--- config.mk ---
export PLATFORM = sky130hd
export DESIGN_NAME = wdg_escalate
export DESIGN_NICKNAME = d
export VERILOG_FILES = /design/src/rtl/wdg_pkg.sv /design/src/rtl/wdg_prescaler.sv /design/src/rtl/wdg_decrementer.sv /design/src/rtl/wdg_stage_fsm.sv /design/src/rtl/wdg_escalate.sv
export SDC_FILE = /design/constraint.sdc
export NUM_CORES = 1
export LEC_CHECK = 0
export BUFFER_PORTS_ARGS = -buffer_cell sky130_fd_sc_hd__buf_4
export CAP_MARGIN = 20
export CORE_MARGIN = 5
export CORE_UTILIZATION = 40
export DETAILED_ROUTE_END_ITERATION = 8
export PLACE_DENSITY = 0.65
export SYNTH_ARGS = -nofsm -noshare
export SYNTH_HDL_FRONTEND = slang
export SYNTH_SLANG_ARGS = --single-unit
--- constraint.sdc ---
create_clock -name clk_i -period 4.8 [get_ports clk_i]
set_input_delay 0.96 -clock clk_i [delete_from_list [all_inputs] [get_ports clk_i]]
set_output_delay 0.96 -clock clk_i [all_outputs]
set_load 0.02 [all_outputs]
--- src/rtl/wdg_pkg.sv ---
package wdg_pkg;
   typedef enum logic [1:0] {
      STG_COUNT = 2'd0,
      STG_IRQ   = 2'd1,
      STG_NMI   = 2'd2,
      STG_RESET = 2'd3
   } wdg_stage_e;

   localparam logic [1:0] MODE_OFF = 2'd0;
   localparam logic [1:0] MODE_IRQ = 2'd1;
   localparam logic [1:0] MODE_NMI = 2'd2;
   localparam logic [1:0] MODE_ALL = 2'd3;
endpackage

--- src/rtl/wdg_prescaler.sv ---
module wdg_prescaler #(
   parameter int PRE_W = 8
) (
   input  logic clk_i,
   input  logic rst_ni,
   input  logic clear_i,
   input  logic en_i,
   output logic tick_o
);
   generate
      if (PRE_W == 0) begin : g_direct
         // every enabled cycle is a step
         assign tick_o = en_i;
      end else begin : g_count
         localparam logic [PRE_W-1:0] LAST = {PRE_W{1'b1}};
         logic [PRE_W-1:0] pre_q;
         always_ff @(posedge clk_i or negedge rst_ni) begin
            if (!rst_ni)      pre_q <= '0;
            else if (clear_i) pre_q <= '0;
            else if (en_i)    pre_q <= pre_q + 1'b1;
         end
         assign tick_o = en_i && (pre_q == LAST);
      end
   endgenerate
endmodule

--- src/rtl/wdg_decrementer.sv ---
module wdg_decrementer #(
   parameter int LEN_W = 16,
   parameter int LOW_W = 8
) (
   input  logic             clk_i,
   input  logic             rst_ni,
   input  logic             load_i,
   input  logic [LEN_W-1:0] len_i,
   input  logic             run_i,
   input  logic             tick_i,
   output logic             expire_o
);
   localparam int CNT_W = LEN_W + LOW_W;

   logic [CNT_W-1:0] seed;
   logic [CNT_W-1:0] cnt_q;

   generate
      if (LOW_W > 0) begin : g_pad
         assign seed = {len_i, {LOW_W{1'b0}}};
      end else begin : g_nopad
         assign seed = len_i;
      end
   endgenerate

   always_ff @(posedge clk_i or negedge rst_ni) begin
      if (!rst_ni) begin
         cnt_q <= '0;
      end else if (load_i) begin
         cnt_q <= seed;
      end else if (run_i && tick_i) begin
         if (cnt_q == '0) cnt_q <= seed;
         else             cnt_q <= cnt_q - 1'b1;
      end
   end

   assign expire_o = run_i && tick_i && (cnt_q == '0);
endmodule

--- src/rtl/wdg_stage_fsm.sv ---
module wdg_stage_fsm
   import wdg_pkg::*;
(
   input  logic       clk_i,
   input  logic       rst_ni,
   input  logic       clear_i,
   input  logic       expire_i,
   input  logic [1:0] cap_i,
   output wdg_stage_e stage_o
);
   wdg_stage_e stage_q;
   wdg_stage_e stage_d;

   always_comb begin
      stage_d = stage_q;
      if (clear_i) begin
         stage_d = STG_COUNT;
      end else if (expire_i && (stage_q < wdg_stage_e'(cap_i))) begin
         case (stage_q)
            STG_COUNT: stage_d = STG_IRQ;
            STG_IRQ:   stage_d = STG_NMI;
            STG_NMI:   stage_d = STG_RESET;
            default:   stage_d = STG_RESET;
         endcase
      end
   end

   always_ff @(posedge clk_i or negedge rst_ni) begin
      if (!rst_ni) stage_q <= STG_COUNT;
      else         stage_q <= stage_d;
   end

   assign stage_o = stage_q;
endmodule

--- src/rtl/wdg_escalate.sv ---
module wdg_escalate
   import wdg_pkg::*;
#(
   parameter int LEN_W = 16,
   parameter int LOW_W = 8,
   parameter int PRE_W = 8
) (
   input  logic             clk_i,
   input  logic             rst_ni,
   input  logic             cfg_we_i,
   input  logic [LEN_W-1:0] cfg_len_i,
   input  logic [1:0]       cfg_mode_i,
   input  logic             poke_i,
   output logic             irq_o,
   output logic             nmi_o,
   output logic             soft_rst_o,
   output logic [1:0]       stage_o
);
   generate
      if (LEN_W < 1) begin : g_bad_len
         $error("LEN_W must be at least 1");
      end
      if (LOW_W < 0 || PRE_W < 0) begin : g_bad_scale
         $error("LOW_W and PRE_W must not be negative");
      end
      if (LEN_W + LOW_W > 64) begin : g_bad_cnt
         $error("counter wider than 64 bits");
      end
   endgenerate

   logic [LEN_W-1:0] len_q;
   logic [1:0]       mode_q;
   logic             clear;
   logic             enabled;
   logic             run;
   logic             tick;
   logic             expire;
   logic [LEN_W-1:0] load_len;
   wdg_stage_e       stage;

   always_ff @(posedge clk_i or negedge rst_ni) begin
      if (!rst_ni) begin
         len_q  <= '0;
         mode_q <= MODE_OFF;
      end else if (cfg_we_i) begin
         len_q  <= cfg_len_i;
         mode_q <= cfg_mode_i;
      end
   end

   assign clear    = cfg_we_i || poke_i;
   assign enabled  = (mode_q != MODE_OFF);
   assign run      = enabled && (stage < wdg_stage_e'(mode_q));
   assign load_len = cfg_we_i ? cfg_len_i : len_q;

   wdg_prescaler #(.PRE_W(PRE_W)) u_pre (
      .clk_i   (clk_i),
      .rst_ni  (rst_ni),
      .clear_i (clear),
      .en_i    (run),
      .tick_o  (tick)
   );

   wdg_decrementer #(.LEN_W(LEN_W), .LOW_W(LOW_W)) u_dec (
      .clk_i    (clk_i),
      .rst_ni   (rst_ni),
      .load_i   (clear),
      .len_i    (load_len),
      .run_i    (run),
      .tick_i   (tick),
      .expire_o (expire)
   );

   wdg_stage_fsm u_fsm (
      .clk_i    (clk_i),
      .rst_ni   (rst_ni),
      .clear_i  (clear),
      .expire_i (expire),
      .cap_i    (mode_q),
      .stage_o  (stage)
   );

   assign stage_o    = stage;
   assign irq_o      = (stage != STG_COUNT);
   assign nmi_o      = (stage == STG_NMI) || (stage == STG_RESET);
   assign soft_rst_o = (stage == STG_RESET);
endmodule

Yosys cells after proc, flatten, opt, wreduce, memory -nomap -nowiden --
Index checks and enable logic that the tools add are counted.
Storage, ports and cells: memories 0, latch bits 0, register bits after elaboration 52, bits in writable memories 0, bits in read-only memories 0, output and inout bits 5
Cells by class: $lt $le $gt $ge 1, multiplexer cells 9, reduce and logical (&&, ||, !) cells 14, equality and inequality tests 4, shift-type cells 0, div/mod/pow operators 0, add/sub/neg operators 2, multiply operators 0, bitwise gates (word level) 0
Operators with widths (number):
- 24-bit 2-to-1 mux | 3
- 24-bit zero test | 1
- 24-bit by 1-bit subtractor with 24-bit output, second input constant | 1
- 16-bit 2-to-1 mux | 1
- 8-bit 2-to-1 mux | 2
- 2-bit nonzero test | 5
- 8-bit by 1-bit adder with 8-bit output, second input constant | 1
- 8-bit equality test, second input constant | 1
- 1-bit logical AND | 5
- 2-bit equality test, second input constant | 2
- 2-bit 2-to-1 mux | 2
- 2-bit case mux with 2 select lines | 1
- 2-bit by 1-bit equality test with 1-bit output, second input constant | 1
- 2-bit zero test | 1
- 1-bit logical OR | 2
- 2-bit less-than comparator | 1

Logic depth before layout (Yosys ltp) --
depth in word-level cells 8, depth in mapped cells 8, mapped depth without buffers 7

By module --
From an unflattened synthesis, not the netlist that was laid out.
Unflattened totals: cell total of the unflattened synthesis 292, area, all modules 3046.7 µm²
By module, submodules not included:
- wdg_decrementer | area each 1735.4 µm², cells an instance 193, instances 1
- wdg_escalate | area each 797.0 µm², cells an instance 48, instances 1
- wdg_prescaler | area each 402.9 µm², cells an instance 39, instances 1
- wdg_stage_fsm | area each 111.4 µm², cells an instance 12, instances 1

Worst setup path before layout --
OpenSTA, ideal clock, no wires.
path kind input to register, start input poke_i, end register u_dec.cnt_q[18], required time 4.673 ns, stages on the path 6, library setup time 0.127 ns, data arrival time 2.242 ns, slack 2.432 ns, path buffers 2, cells stage by stage or2_2 -> clkbuf_1 -> a21oi_1 -> buf_2 -> a21oi_1 -> o2bb2a_1
Between the ends: longest elaborated chain between the ends 2
RTL lines:
- from (decl) | line wdg_escalate.sv:13 | input logic poke_i,
- 1-bit logical OR (*) | line wdg_escalate.sv:51 | assign clear = cfg_we_i || poke_i;
- 24-bit 2-to-1 mux or 2-bit nonzero test (tied branches)
- to (signal assigned) | line wdg_decrementer.sv:33 | else cnt_q <= cnt_q - 1'b1;
- to (decl) | line wdg_decrementer.sv:16 | logic [CNT_W-1:0] cnt_q;
Mark *: on every way between the ends. The rest lies on a longest branch, timed or not. A chain may end at the register's enable or synchronous reset.

Worst setup path in the final report --
start register u_dec.cnt_q[8], end register u_dec.cnt_q[11]
Between the ends: longest elaborated chain between the ends 4
RTL lines:
- 24-bit by 1-bit subtractor with 24-bit output or 24-bit zero test (tied branches) | line wdg_decrementer.sv:33, wdg_decrementer.sv:32
- 24-bit 2-to-1 mux (*) | line wdg_decrementer.sv:32 | if (cnt_q == '0) cnt_q <= seed;
- 24-bit 2-to-1 mux (*) | line wdg_decrementer.sv:31 | end else if (run_i && tick_i) begin
- 24-bit 2-to-1 mux (*) | line wdg_decrementer.sv:29 | end else if (load_i) begin
Mark *: on every way between the ends. The rest lies on a longest branch, timed or not. The select of a mux whose other input is x is not followed.

==> metrics.md <==
| Metric | Value |
|---|---|
| Status | finished clean |
| Max-cap violations | 0 |
| Drt via density | 5.70 |
| Row cnt | 31 |
| Post-synth ARST share | 1.00 |
| First-pass GRT wire length | 11,200 um |
| Clk root buf | clkbuf_8 |
| Finished layout cell area | about 3300 sq um |
| CTS tree | done |
| Initial core utilization | 0.408 |
| Clock Tree Buf Depth | 2 |
| Area grow syn2layout | 13.5% |
| Worst R2R Setup Slack | about 2.2 ns |
| RSZ-0062 raised after global routing | false |
| CTS H-Tree Depth | 2 |
| Resize count post-CTS | 0 |
| Post-DP HPWL | between 4000 and 5000 um |
| Clock transition at the registers of the reported paths | 0.10 ns |
| Post-Place Cell Area | 3200 sq um |
| PD cells | 303 nW/um^2 |
| CTS Hold Bufs | 0 |
| Commonest non-fill, non-tap cells in the layout | dfrtp_1 (52), buf_4 (28), a21oi_1 (23) |
| Fmax | 389 MHz |
| R2R Path End | u_dec.cnt_q[11] |
| Worst slew pin tran | 0.809 ns |
| CP Max Fanout | 18 |
| Number of enable flip-flop cells after synthesis | 0 |
| Top FF cell, synth | dfrtp_1 |
| Port Buf Inserts | 26 |
| Core box area | 7180 sq um |
| Register area share after synthesis | 0.444 |
| All-layer global routing usage | 0.156 |
| Clk Latency, worst-skew pair | 0.31 ns |
| Setup TNS | 0 ns |
| CP Capture Type | flop |
| Yosys reg bits | 52 |
| I/O pin count | 27 |
| Synthesized cell area | a little under 3000 sq um |
| Leak | 1.33 nW |
| Die width | 95.6 um |
| Filler instances | 682 |
| Syn. warnings | 0 |
| GRT overflow | 0 |
| Per-cell routed wire length | 16.2 um |
| Placed Instances | 400 |
| Startpoint Class | flop |
| Yosys cell types | 60 |
| Syn nets | ~310 |
| CP endpoint | u_dec.cnt_q[11] |
| Skew final | 0.00752 ns |
| Worst Reg-to-Reg Cells | 5 |
| Initial antenna violation count | 0 |
| Avg Inst Size Synth | 10.2 sq um |
| Slew Limit Fails | 0 |
| Final period utilization | 0.535 |
| DR vias | ~2,300 |
| CTS buffer count | 5 |
| Most common cell after layout, fill and taps aside | dfrtp_1 |
| DRT iter0 DRCs | 198 |
| Worst vdd ir | 0.167 mV |
| Number of global-route vias before repair | 2,197 |
| Post-route antenna net violation count | 0 |
| Final setup viols | 0 |
| Layout cells sized above 1 | 0.214 |
| Hold Path Depth | 1 |
| CP required | 5.01 ns |
| Crit path from | u_dec.cnt_q[8] |
| Max_slew headroom | 0.455 |
| HP Class | reg -> reg |
| RD Place Congestion | between 0.8 and 0.9 |
| Die area | 9140 sq um |
| Die Ht | 95.6 um |
| Synthesized instance count | 286 |
| Worst Path Class, Setup | reg -> reg |
| Largest net degree at the start of global routing | 53 |
| R2R Path Start | u_dec.cnt_q[8] |
| 1st-pass router iterations | 4 |
| Post-CTS Repair Setup Buffers | 0 |
| Final hold vios | 0 |
| Antenna cells | 0 |
| Final min period | 2.57 ns |
| Arr. time, crit path | 2.78 ns |
| Final wirelength | 6600 um |
| Clk sinks | 52 |
| DRC Markers | 0 |
| Final net count | 334 |
| Non-Filler Instances | between 400 and 500 |
-- report_power, final --
part	total (mW)	switching, mW	leakage [nW]	internal (mW)
Combinational	0.156	0.0797	0.627	0.0766
Clock	0.337	0.153	0.0645	0.184
Sequential	0.515	0.0392	0.642	0.476
Total	1.01	0.272	1.33	0.737
-- sequential cells by signal, summed over array words and instances (netlist names) --
| register | cells |
|---|---|
| mode_q | 2 |
| len_q | 16 |
| u_pre.g_count.pre_q | 8 |
| u_fsm.stage_o | 2 |
| u_dec.cnt_q | 24 |
-- area by class of cell --
cell class	instances	area [sq um]	area share
Sequential cell	52	1300	0.391
Inverter	7	26.3	0.00790
Timing Repair Buffer	28	210	0.0632
Tap cell	99	124	0.0373
Multi-Input combinational cell	214	1540	0.462
Clock buffer	7	96.3	0.0290
Clock inverter	1	30.0	0.00903
-- critical path: stages (launching register included) --
cell and delay, ns:
dfrtp_1 0.50, nor4_4 0.42, and4_1 0.66, a21oi_4 0.30
mux2_1 0.38, o22a_1 0.20
-- worst min path at each step --
stage | slack [ns] | endpoint | startpoint
2_1_floorplan | 0.45 | len_q[15] | len_q[15]
3_3_place_gp | 0.47 | len_q[15] | len_q[15]
3_5_place_dp | 0.47 | len_q[15] | len_q[15]
4_1_cts | 0.51 | len_q[3] | len_q[3]
5_1_grt | 0.53 | len_q[5] | len_q[5]
6_report | 0.50 | len_q[7] | len_q[7]
-- Yosys cell counts (3+ instances only) --
cell type / number / area, sq um
a2bb2oi_1: 4 / 35.0
o211ai_1: 3 / 22.5
o41ai_1: 4 / 35.0
xor2_1: 4 / 35.0
a31oi_1: 3 / 18.8
ha_1: 4 / 50.1
mux2i_1: 5 / 50.1
nor3_1: 8 / 40.0
nand3_1: 13 / 65.1
o21ai_0: 6 / 30.0
inv_1: 7 / 26.3
a21oi_1: 23 / 115
and3_1: 3 / 18.8
clkbuf_1: 6 / 22.5
or3_1: 4 / 25.0
or4_1: 3 / 22.5
nand4_1: 10 / 62.6
o31ai_1: 4 / 30.0
and2_1: 4 / 25.0
xnor2_1: 3 / 26.3
o2bb2a_1: 3 / 30.0
dfrtp_1: 52 / 1300
nand2_1: 19 / 71.3
mux2_2: 16 / 180
nor2_1: 19 / 71.3
o22a_1: 5 / 43.8
mux2_1: 4 / 45.0
-- metrics by stage --
stage,utilization,hold slack (ns),power (mW),setup WS (ns)
floorplan,-,0.448,0.628,2.43
global placement,0.446,0.474,0.675,1.96
detailed placement,0.446,0.472,0.681,1.94
CTS,0.463,0.508,1.01,2.23
global route,0.463,0.528,1.05,2.06
finish,0.463,0.503,1.01,2.23
-- metal layers --
layer	up-vias	GRT usage	routed length [um]
met5	-	0	0
li1	1121	-	-
met4	0	0.0462	97
met3	9	0.0260	264
met2	48	0.239	3010
met1	1146	0.226	3220
-- cell families (layout without fill, tap and decap cells) --
group,Yosys count,after routing,share of synthesized area
buffers and inverters,20,43,0.0316
multiplexers,26,26,0.0991
XOR/XNOR,7,7,0.0209
AO/OA/AOI/OAI,69,69,0.170
flip-flops,52,52,0.444
adder cells (fa/ha/maj),4,4,0.0171
AND/OR/NAND/NOR,108,108,0.217
(Power assumes the default switching activity.)
